--- config.mk ---
export PLATFORM = sky130hd
export DESIGN_NAME = pin_router
export DESIGN_NICKNAME = d
export VERILOG_FILES = /design/src/rtl/pin_router_pkg.sv /design/src/rtl/pin_router_regs.sv /design/src/rtl/pin_router_fpga_pins.sv /design/src/rtl/pin_router_status.sv /design/src/rtl/pin_router.sv
export SDC_FILE = /design/constraint.sdc
export NUM_CORES = 1
export LEC_CHECK = 0
export BUFFER_PORTS_ARGS = -buffer_cell sky130_fd_sc_hd__buf_2
export CAP_MARGIN = 0
export CORE_MARGIN = 3
export CORE_UTILIZATION = 45
export DETAILED_ROUTE_END_ITERATION = 8
export PLACE_DENSITY = 0.74
export RECOVER_POWER = 25
export SETUP_SLACK_MARGIN = 0.5
export SLEW_MARGIN = 15
export SYNTH_ARGS = -nofsm -noshare
export SYNTH_HDL_FRONTEND = slang
export SYNTH_HIERARCHICAL = 1
export SYNTH_SLANG_ARGS = --single-unit
--- constraint.sdc ---
create_clock -name clk -period 4.47 [get_ports clk]
set_input_delay 0.447 -clock clk [delete_from_list [all_inputs] [get_ports clk]]
set_output_delay 0.447 -clock clk [all_outputs]
set_load 0.005 [all_outputs]
--- src/rtl/pin_router_pkg.sv ---
package pin_router_pkg;
  localparam int FIELD_W   = 4;
  localparam int IRQ_SEL_W = 2;
  localparam int ADDR_W    = 2;

  // register addresses
  localparam int REG_ROUTE = 0;
  localparam int REG_STAT  = 1;
  localparam int REG_IRQ   = 2;

  // pin field codes
  localparam logic [FIELD_W-1:0] SEL_ALT1 = 4'b0001;
  localparam logic [FIELD_W-1:0] SEL_ALT2 = 4'b0010;
  localparam logic [FIELD_W-1:0] SEL_ALT3 = 4'b0011;
  localparam logic [FIELD_W-1:0] SEL_HIZ  = 4'b0110;
  localparam logic [FIELD_W-1:0] SEL_IRQ  = 4'b0111;
  localparam logic [FIELD_W-1:0] SEL_UIO  = 4'b1000;

  // status field codes
  localparam logic [FIELD_W-1:0] ST_LED0  = 4'b0001;
  localparam logic [FIELD_W-1:0] ST_LED1  = 4'b0010;
  localparam logic [FIELD_W-1:0] ST_LED2  = 4'b0011;
  localparam logic [FIELD_W-1:0] ST_GPIO7 = 4'b0100;
  localparam logic [FIELD_W-1:0] ST_RTC   = 4'b0101;
  localparam logic [FIELD_W-1:0] ST_OFF   = 4'b0110;
  localparam logic [FIELD_W-1:0] ST_ON    = 4'b0111;
  localparam logic [FIELD_W-1:0] ST_PINC  = 4'b1000;

  typedef struct packed {
    logic d;
    logic oe;
  } pin_drv_t;
endpackage

--- src/rtl/pin_router_regs.sv ---
module pin_router_regs
  import pin_router_pkg::*;
#(
  parameter int WORD_W = 4 * FIELD_W,
  parameter int STAT_LSB = 8
) (
  input  logic                 clk,
  input  logic                 rst_n,
  input  logic                 wr_en,
  input  logic [ADDR_W-1:0]    wr_addr,
  input  logic [WORD_W-1:0]    wr_data,
  output logic                 rst_sync_n,
  output logic [WORD_W-1:0]    route_q,
  output logic [FIELD_W-1:0]   stat_q,
  output logic [IRQ_SEL_W-1:0] irq_q
);
  localparam int SYNC_N = 2;

  logic [SYNC_N-1:0]    sync_q;
  logic [WORD_W-1:0]    route_d;
  logic [FIELD_W-1:0]   stat_d;
  logic [IRQ_SEL_W-1:0] irq_d;
  logic                 route_en, stat_en, irq_en;

  // reset asserted asynchronously, released on a clock edge
  always_ff @(posedge clk or negedge rst_n) begin
    if (!rst_n) sync_q <= '0;
    else        sync_q <= {sync_q[SYNC_N-2:0], 1'b1};
  end
  assign rst_sync_n = sync_q[SYNC_N-1];

  always_comb begin
    route_en = wr_en && (wr_addr == ADDR_W'(REG_ROUTE));
    stat_en  = wr_en && (wr_addr == ADDR_W'(REG_STAT));
    irq_en   = wr_en && (wr_addr == ADDR_W'(REG_IRQ));
    route_d  = wr_data;
    stat_d   = wr_data[STAT_LSB +: FIELD_W];
    irq_d    = wr_data[IRQ_SEL_W-1:0];
  end

  always_ff @(posedge clk or negedge rst_sync_n) begin
    if (!rst_sync_n) begin
      route_q <= '0;
      stat_q  <= '0;
      irq_q   <= '0;
    end else begin
      if (route_en) route_q <= route_d;
      if (stat_en)  stat_q  <= stat_d;
      if (irq_en)   irq_q   <= irq_d;
    end
  end
endmodule

--- src/rtl/pin_router_fpga_pins.sv ---
module pin_router_fpga_pins
  import pin_router_pkg::*;
#(
  parameter int WORD_W = 4 * FIELD_W,
  parameter int LED_N  = 3
) (
  input  logic [WORD_W-1:0]    route,
  input  logic [IRQ_SEL_W-1:0] irq_sel,
  input  logic                 gpio7,
  input  logic                 gpio14,
  input  logic                 gpio15,
  input  logic                 rtc_irq,
  input  logic                 irq1,
  input  logic                 irq2,
  input  logic                 osc_clk,
  input  logic                 phy_clk125,
  input  logic [LED_N-1:0]     phy_led,
  input  logic                 uio_out,
  input  logic                 mac_rd,
  output pin_drv_t             pin_a,
  output pin_drv_t             pin_b,
  output pin_drv_t             pin_c,
  output logic                 clk_pin,
  output logic                 sha_pull,
  output logic                 mac_line
);
  logic [FIELD_W-1:0] fa, fb, fc, fk;
  logic               irq_mux;

  assign fa = route[0*FIELD_W +: FIELD_W];
  assign fb = route[1*FIELD_W +: FIELD_W];
  assign fc = route[2*FIELD_W +: FIELD_W];
  assign fk = route[3*FIELD_W +: FIELD_W];

  always_comb begin
    unique case (irq_sel)
      IRQ_SEL_W'(0): irq_mux = irq1;
      IRQ_SEL_W'(1): irq_mux = irq2;
      IRQ_SEL_W'(2): irq_mux = rtc_irq;
      default:       irq_mux = phy_led[2];
    endcase
  end

  // pin B first: the pull-down line depends on it
  always_comb begin
    pin_b.oe = (fb != SEL_HIZ);
    case (fb)
      SEL_ALT1: pin_b.d = gpio14;
      SEL_ALT3: pin_b.d = rtc_irq;
      SEL_UIO:  pin_b.d = uio_out;
      default:  pin_b.d = phy_led[1];
    endcase
  end

  always_comb begin
    sha_pull = (fa == SEL_ALT2) && pin_b.oe && !pin_b.d;
    mac_line = (fa == SEL_ALT3) ? 1'b0 : mac_rd;
  end

  always_comb begin
    pin_a.oe = 1'b1;
    case (fa)
      SEL_ALT1: pin_a.d = gpio7;
      SEL_ALT2: begin
        pin_a.d  = 1'b0;
        pin_a.oe = sha_pull;
      end
      SEL_ALT3: pin_a.d = mac_line;
      SEL_UIO:  pin_a.d = uio_out;
      SEL_HIZ: begin
        pin_a.d  = phy_led[0];
        pin_a.oe = 1'b0;
      end
      default:  pin_a.d = phy_led[0];
    endcase
  end

  always_comb begin
    pin_c.oe = (fc != SEL_HIZ);
    case (fc)
      SEL_ALT1: pin_c.d = gpio15;
      SEL_ALT3: pin_c.d = osc_clk;
      SEL_UIO:  pin_c.d = uio_out;
      SEL_IRQ:  pin_c.d = irq_mux;
      default:  pin_c.d = phy_led[2];
    endcase
  end

  always_comb begin
    case (fk)
      SEL_ALT1: clk_pin = rtc_irq;
      SEL_ALT2: clk_pin = osc_clk;
      default:  clk_pin = phy_clk125;
    endcase
  end
endmodule

--- src/rtl/pin_router_status.sv ---
module pin_router_status
  import pin_router_pkg::*;
#(
  parameter int LED_N = 3
) (
  input  logic [FIELD_W-1:0] sel,
  input  logic [LED_N-1:0]   phy_led,
  input  logic               gpio7,
  input  logic               rtc_irq,
  input  logic               pin_c_d,
  output logic               stat_led
);
  always_comb begin
    case (sel)
      ST_LED0:  stat_led = phy_led[0];
      ST_LED1:  stat_led = phy_led[1];
      ST_LED2:  stat_led = phy_led[2];
      ST_GPIO7: stat_led = gpio7;
      ST_RTC:   stat_led = rtc_irq;
      ST_OFF:   stat_led = 1'b0;
      ST_ON:    stat_led = 1'b1;
      ST_PINC:  stat_led = pin_c_d;
      default:  stat_led = phy_led[0];
    endcase
  end
endmodule

--- src/rtl/pin_router.sv ---
module pin_router
  import pin_router_pkg::*;
#(
  parameter int LED_N = 3,
  parameter int STAT_LSB = 8
) (
  input  logic             clk,
  input  logic             rst_n,
  input  logic             wr_en,
  input  logic [1:0]       wr_addr,
  input  logic [15:0]      wr_data,
  input  logic             gpio7,
  input  logic             gpio14,
  input  logic             gpio15,
  input  logic             rtc_irq,
  input  logic             irq1,
  input  logic             irq2,
  input  logic             osc_clk,
  input  logic             phy_clk125,
  input  logic [LED_N-1:0] phy_led,
  input  logic             uio_out,
  input  logic             mac_rd,
  output logic             pin_a_o,
  output logic             pin_a_oe,
  output logic             pin_b_o,
  output logic             pin_b_oe,
  output logic             pin_c_o,
  output logic             pin_c_oe,
  output logic             clk_pin_o,
  output logic             sha_pull,
  output logic             mac_o,
  output logic             stat_led_o
);
  localparam int WORD_W = 4 * FIELD_W;

  logic                 rst_sync_n;
  logic [WORD_W-1:0]    route_q;
  logic [FIELD_W-1:0]   stat_q;
  logic [IRQ_SEL_W-1:0] irq_q;
  pin_drv_t             drv_a, drv_b, drv_c;

  pin_router_regs #(.WORD_W(WORD_W), .STAT_LSB(STAT_LSB)) u_regs (
    .clk(clk), .rst_n(rst_n), .wr_en(wr_en), .wr_addr(wr_addr),
    .wr_data(wr_data), .rst_sync_n(rst_sync_n), .route_q(route_q),
    .stat_q(stat_q), .irq_q(irq_q)
  );

  pin_router_fpga_pins #(.WORD_W(WORD_W), .LED_N(LED_N)) u_pins (
    .route(route_q), .irq_sel(irq_q), .gpio7(gpio7), .gpio14(gpio14),
    .gpio15(gpio15), .rtc_irq(rtc_irq), .irq1(irq1), .irq2(irq2),
    .osc_clk(osc_clk), .phy_clk125(phy_clk125), .phy_led(phy_led),
    .uio_out(uio_out), .mac_rd(mac_rd), .pin_a(drv_a), .pin_b(drv_b),
    .pin_c(drv_c), .clk_pin(clk_pin_o), .sha_pull(sha_pull), .mac_line(mac_o)
  );

  pin_router_status #(.LED_N(LED_N)) u_stat (
    .sel(stat_q), .phy_led(phy_led), .gpio7(gpio7), .rtc_irq(rtc_irq),
    .pin_c_d(drv_c.d), .stat_led(stat_led_o)
  );

  assign pin_a_o  = drv_a.d;
  assign pin_a_oe = drv_a.oe;
  assign pin_b_o  = drv_b.d;
  assign pin_b_oe = drv_b.oe;
  assign pin_c_o  = drv_c.d;
  assign pin_c_oe = drv_c.oe;
endmodule

==> summary.md <==
| Metric | Value |
|---|---|
| Number of global-route vias before repair | `1052` |
| Register area | `600.6 sq um` |
| Number of diodes | `0` |
| RD Place Congestion | `0.7718` |
| Drt initial violations | `48` |
| Via count | `1039` |
| Core Util, Final | `60.68%` |
| Multi-input gate area | `651.9 sq um` |
| Initial antenna violation count | `0` |
| Crit path cell chain | `nor3_1, a21oi_1, o32ai_1, a22oi_1, mux2_2, a32o_1, buf_2` |
| Fill cells | `226` |
| GRT overflow | `0` |
| Synth-to-Final Area Change | `21.82%` |
| Main combinational cell family by area after synthesis | `multiplexers` |
| Final Hold Vio Count | `0` |
| Simple-gate portion of the synthesized area | `18.04%` |
| Hold WC Path Type | `reg2async` |
| NumNets Final | `192` |
| # IOs | `44` |
| Cell taking the most area after synthesis | `dfrtp_1` |
| Placement row count | `18` |
| Synth cell types | `38` |
| Fin Clk Skew | `0.01141 ns` |
| Worst EP required | `4.02 ns` |
| Die Ht | `59.54 microns` |
| GRT met2 Usage | `30.11%` |
| Period utilization | `56.72%` |
| Worst-Skew Late Latency | `0.31 ns` |
| Total Die Area | `3545 sq um` |
| Adder-Cell Fraction of Synth Area | `0%` |
| Die Wd | `59.54 microns` |
| Top cells by area, synth | `dfrtp_1 47%, mux2_2 20%, nand2b_1 1.9%, nor3_1 1.9%, mux4_2 1.7%` |
| Core area | `2590 sq um` |
| Max transition margin | `42.36%` |
| DR WL/cell | `15.58 microns` |
| Mux contribution to synthesized area | `22.60%` |
| CTS tree | `done` |
| GRT busiest layer | `met2` |
| Tot GR Track Use | `17.69%` |
| Synth Warn # | `6` |
| CP Max Fanout | `7` |
| Max Freq | `394.4 MHz` |
| Max Cap Viol | `0` |
| Final instance area | `1572 sq um` |
| RSZ-0062 raised after global routing | `false` |
| CP arrival | `2.09 ns` |
| Cell area after synthesis | `1290 sq um` |
| Post-Route WL | `2.913 mm` |
| Max-slew violations | `0` |
| Synth Register Bits | `24` |
| DP Area | `1528 sq um` |
| Worst setup path class | `reg2out` |
| TritonRoute pass-1 iters | `4` |
| Largest net degree at the start of global routing | `23` |
| Crit path launch type | `flip-flop` |
| Clock buffer depth | `2` |
| Worst-margin pin slew | `0.8646 ns` |
| Fin worst setup slack | `1.934 ns` |
| Met1 usage | `22.59%` |
| Clock Sinks | `24` |
| Largest stage delay, worst path | `0.47 ns` |
| Met3 GRT Util | `3.922%` |
| Starting Density | `49.81%` |
| Final HPWL DP | `2.285 mm` |
| Drt drc | `0` |
| Post-CTS Resized | `0` |
| Layout cell share with drive strength beyond 1 | `47.77%` |
| Mean post-synth cell area | `11.73 sq um` |
| Post-route ant nets | `0` |
| Number of CTS-inserted buffers | `3` |
| Gate Count Post-Synth | `110` |
| Number of synthesized flops with an enable pin | `0` |
| DP Worst Slack | `2.139 ns` |
| Leak pwr | `0.6940 nW` |
| Port bufs | `43` |
| Via density | `5.556` |
| Xor and xnor area share after synthesis | `0%` |
| Clk slew on worst S/H paths | `0.13 ns` |
| Register area share after synthesis | `46.56%` |
| Crit end category | `output pin` |
| Min Tclk post-route | `2.536 ns` |
| Htree depth | `1` |
| Critical-path top delay cell | `dfrtp_1` |
| Top_reg_cell synth | `dfrtp_1` |
| Setup_tns | `0 ns` |
| Outcome | `finished clean` |
| Final setup violation count | `0` |
| Pwr/cell area | `363.0 nW/um^2` |
| Peak VDD IR | `0.0002568 V` |
| Global-route wire length before repair | `4.650 mm` |
| Post-synthesis compound-gate area fraction | `9.602%` |
| Clock root buffer | `clkbuf_4` |
| Post-synth top area share | `46.56%` |
| Ys async rst share | `100.0%` |
| Post-synth net total | `144` |
-- final timing paths --
check | from | end | depth (start not counted) | slack [ns]
hold reg to reg | u_regs/sync_q[1] | u_regs/route_q[6] | 0 | 0.35
hold / removal | u_regs/sync_q[1] | u_regs/route_q[6] | 0 | 0.35
setup / recovery | u_regs/route_q[9] | stat_led_o | 7 | 1.93
min in group clk | wr_data[2] | u_regs/route_q[2] | 2 | 0.35
setup reg to reg | u_regs/sync_q[1] | u_regs/route_q[13] | 0 | 3.58
max in group asynchronous | u_regs/sync_q[1] | u_regs/route_q[13] | 0 | 3.58
-- cell usage in the layout (no fill, tap or decap), types with 2 or more instances in the layout --
master / count
nand3_1: 3
dfrtp_1: 24
mux2_2: 23
a21oi_1: 4
clkbuf_4: 3
nand2_1: 2
nand2b_1: 4
inv_1: 5
or3b_1: 2
nand3b_1: 2
nor3_1: 5
o21ai_0: 3
buf_2: 41
or3_1: 2
nor2_1: 6
clkbuf_1: 2
-- timing repair --
action	CTS	global route
hold buffers	1	0
hold endpoints to repair	2	0
setup buffers	0	0
-- critical path, delay by kind of cell, from the launching register on --
| kind | cells | cell delay (ns) |
|---|---|---|
| and+or+nand+nor | 1 | 0.22 |
| muxes | 1 | 0.30 |
| DFF | 1 | 0.47 |
| buffers and inverters | 1 | 0.13 |
| AOI/OAI and AO/OA | 4 | 0.66 |
-- stage by stage --
| stage | hold WS, ns | instances | total power, mW |
|---|---|---|---|
| floorplan | 0.1514 | 110 | 0.3993 |
| global placement | 0.2314 | 182 | 0.4485 |
| detailed placement | 0.2329 | 182 | 0.4610 |
| CTS | 0.3461 | 187 | 0.5754 |
| global route | 0.3422 | 187 | 0.6075 |
| finish | 0.3528 | 187 | 0.5704 |
-- registers in the layout, indices dropped and copies added (netlist names) --
name,count
u_regs/route_q,16
u_regs/stat_q,4
u_regs/irq_q,2
u_regs/sync_q,2
-- logic make-up (layout without fill, tap and decap cells) --
logic type	count (synthesis)	count (layout)
multiplexers	25	25
buffers and inverters	7	54
other	1	1
AO/OA/AOI/OAI	17	17
flip-flops	24	24
AND/OR/NAND/NOR	36	36
-- power by group --
| group | internal [mW] | switching, mW | leakage (nW) |
|---|---|---|---|
| logic | 0.0918 | 0.0616 | 0.389 |
| clock network | 0.0497 | 0.0632 | 0.0210 |
| registers | 0.255 | 0.0486 | 0.284 |
-- area by class of cell --
type / count / share of cell area, %
multi-input combinational: 79 / 41.48
sequential: 24 / 38.22
timing repair buffer: 44 / 14.17
tap: 30 / 2.389
clock buffer: 4 / 2.309
inverter: 6 / 1.433
-- Yosys cell counts (2+ instances only) --
cell,instances
o21ai_0,3
nand2_1,2
dfrtp_1,24
or3_1,2
nand3b_1,2
nor3_1,5
nor2_1,6
or3b_1,2
nand2b_1,4
nand3_1,3
inv_1,5
mux2_2,23
a21oi_1,4
-- routing by layer --
layer | vias up | wire [microns]
li1 | 509 | -
met1 | 488 | 1202
met2 | 38 | 1476
met3 | 4 | 210
met4 | 0 | 23
met5 | - | 0
(Power assumes the default switching activity.)
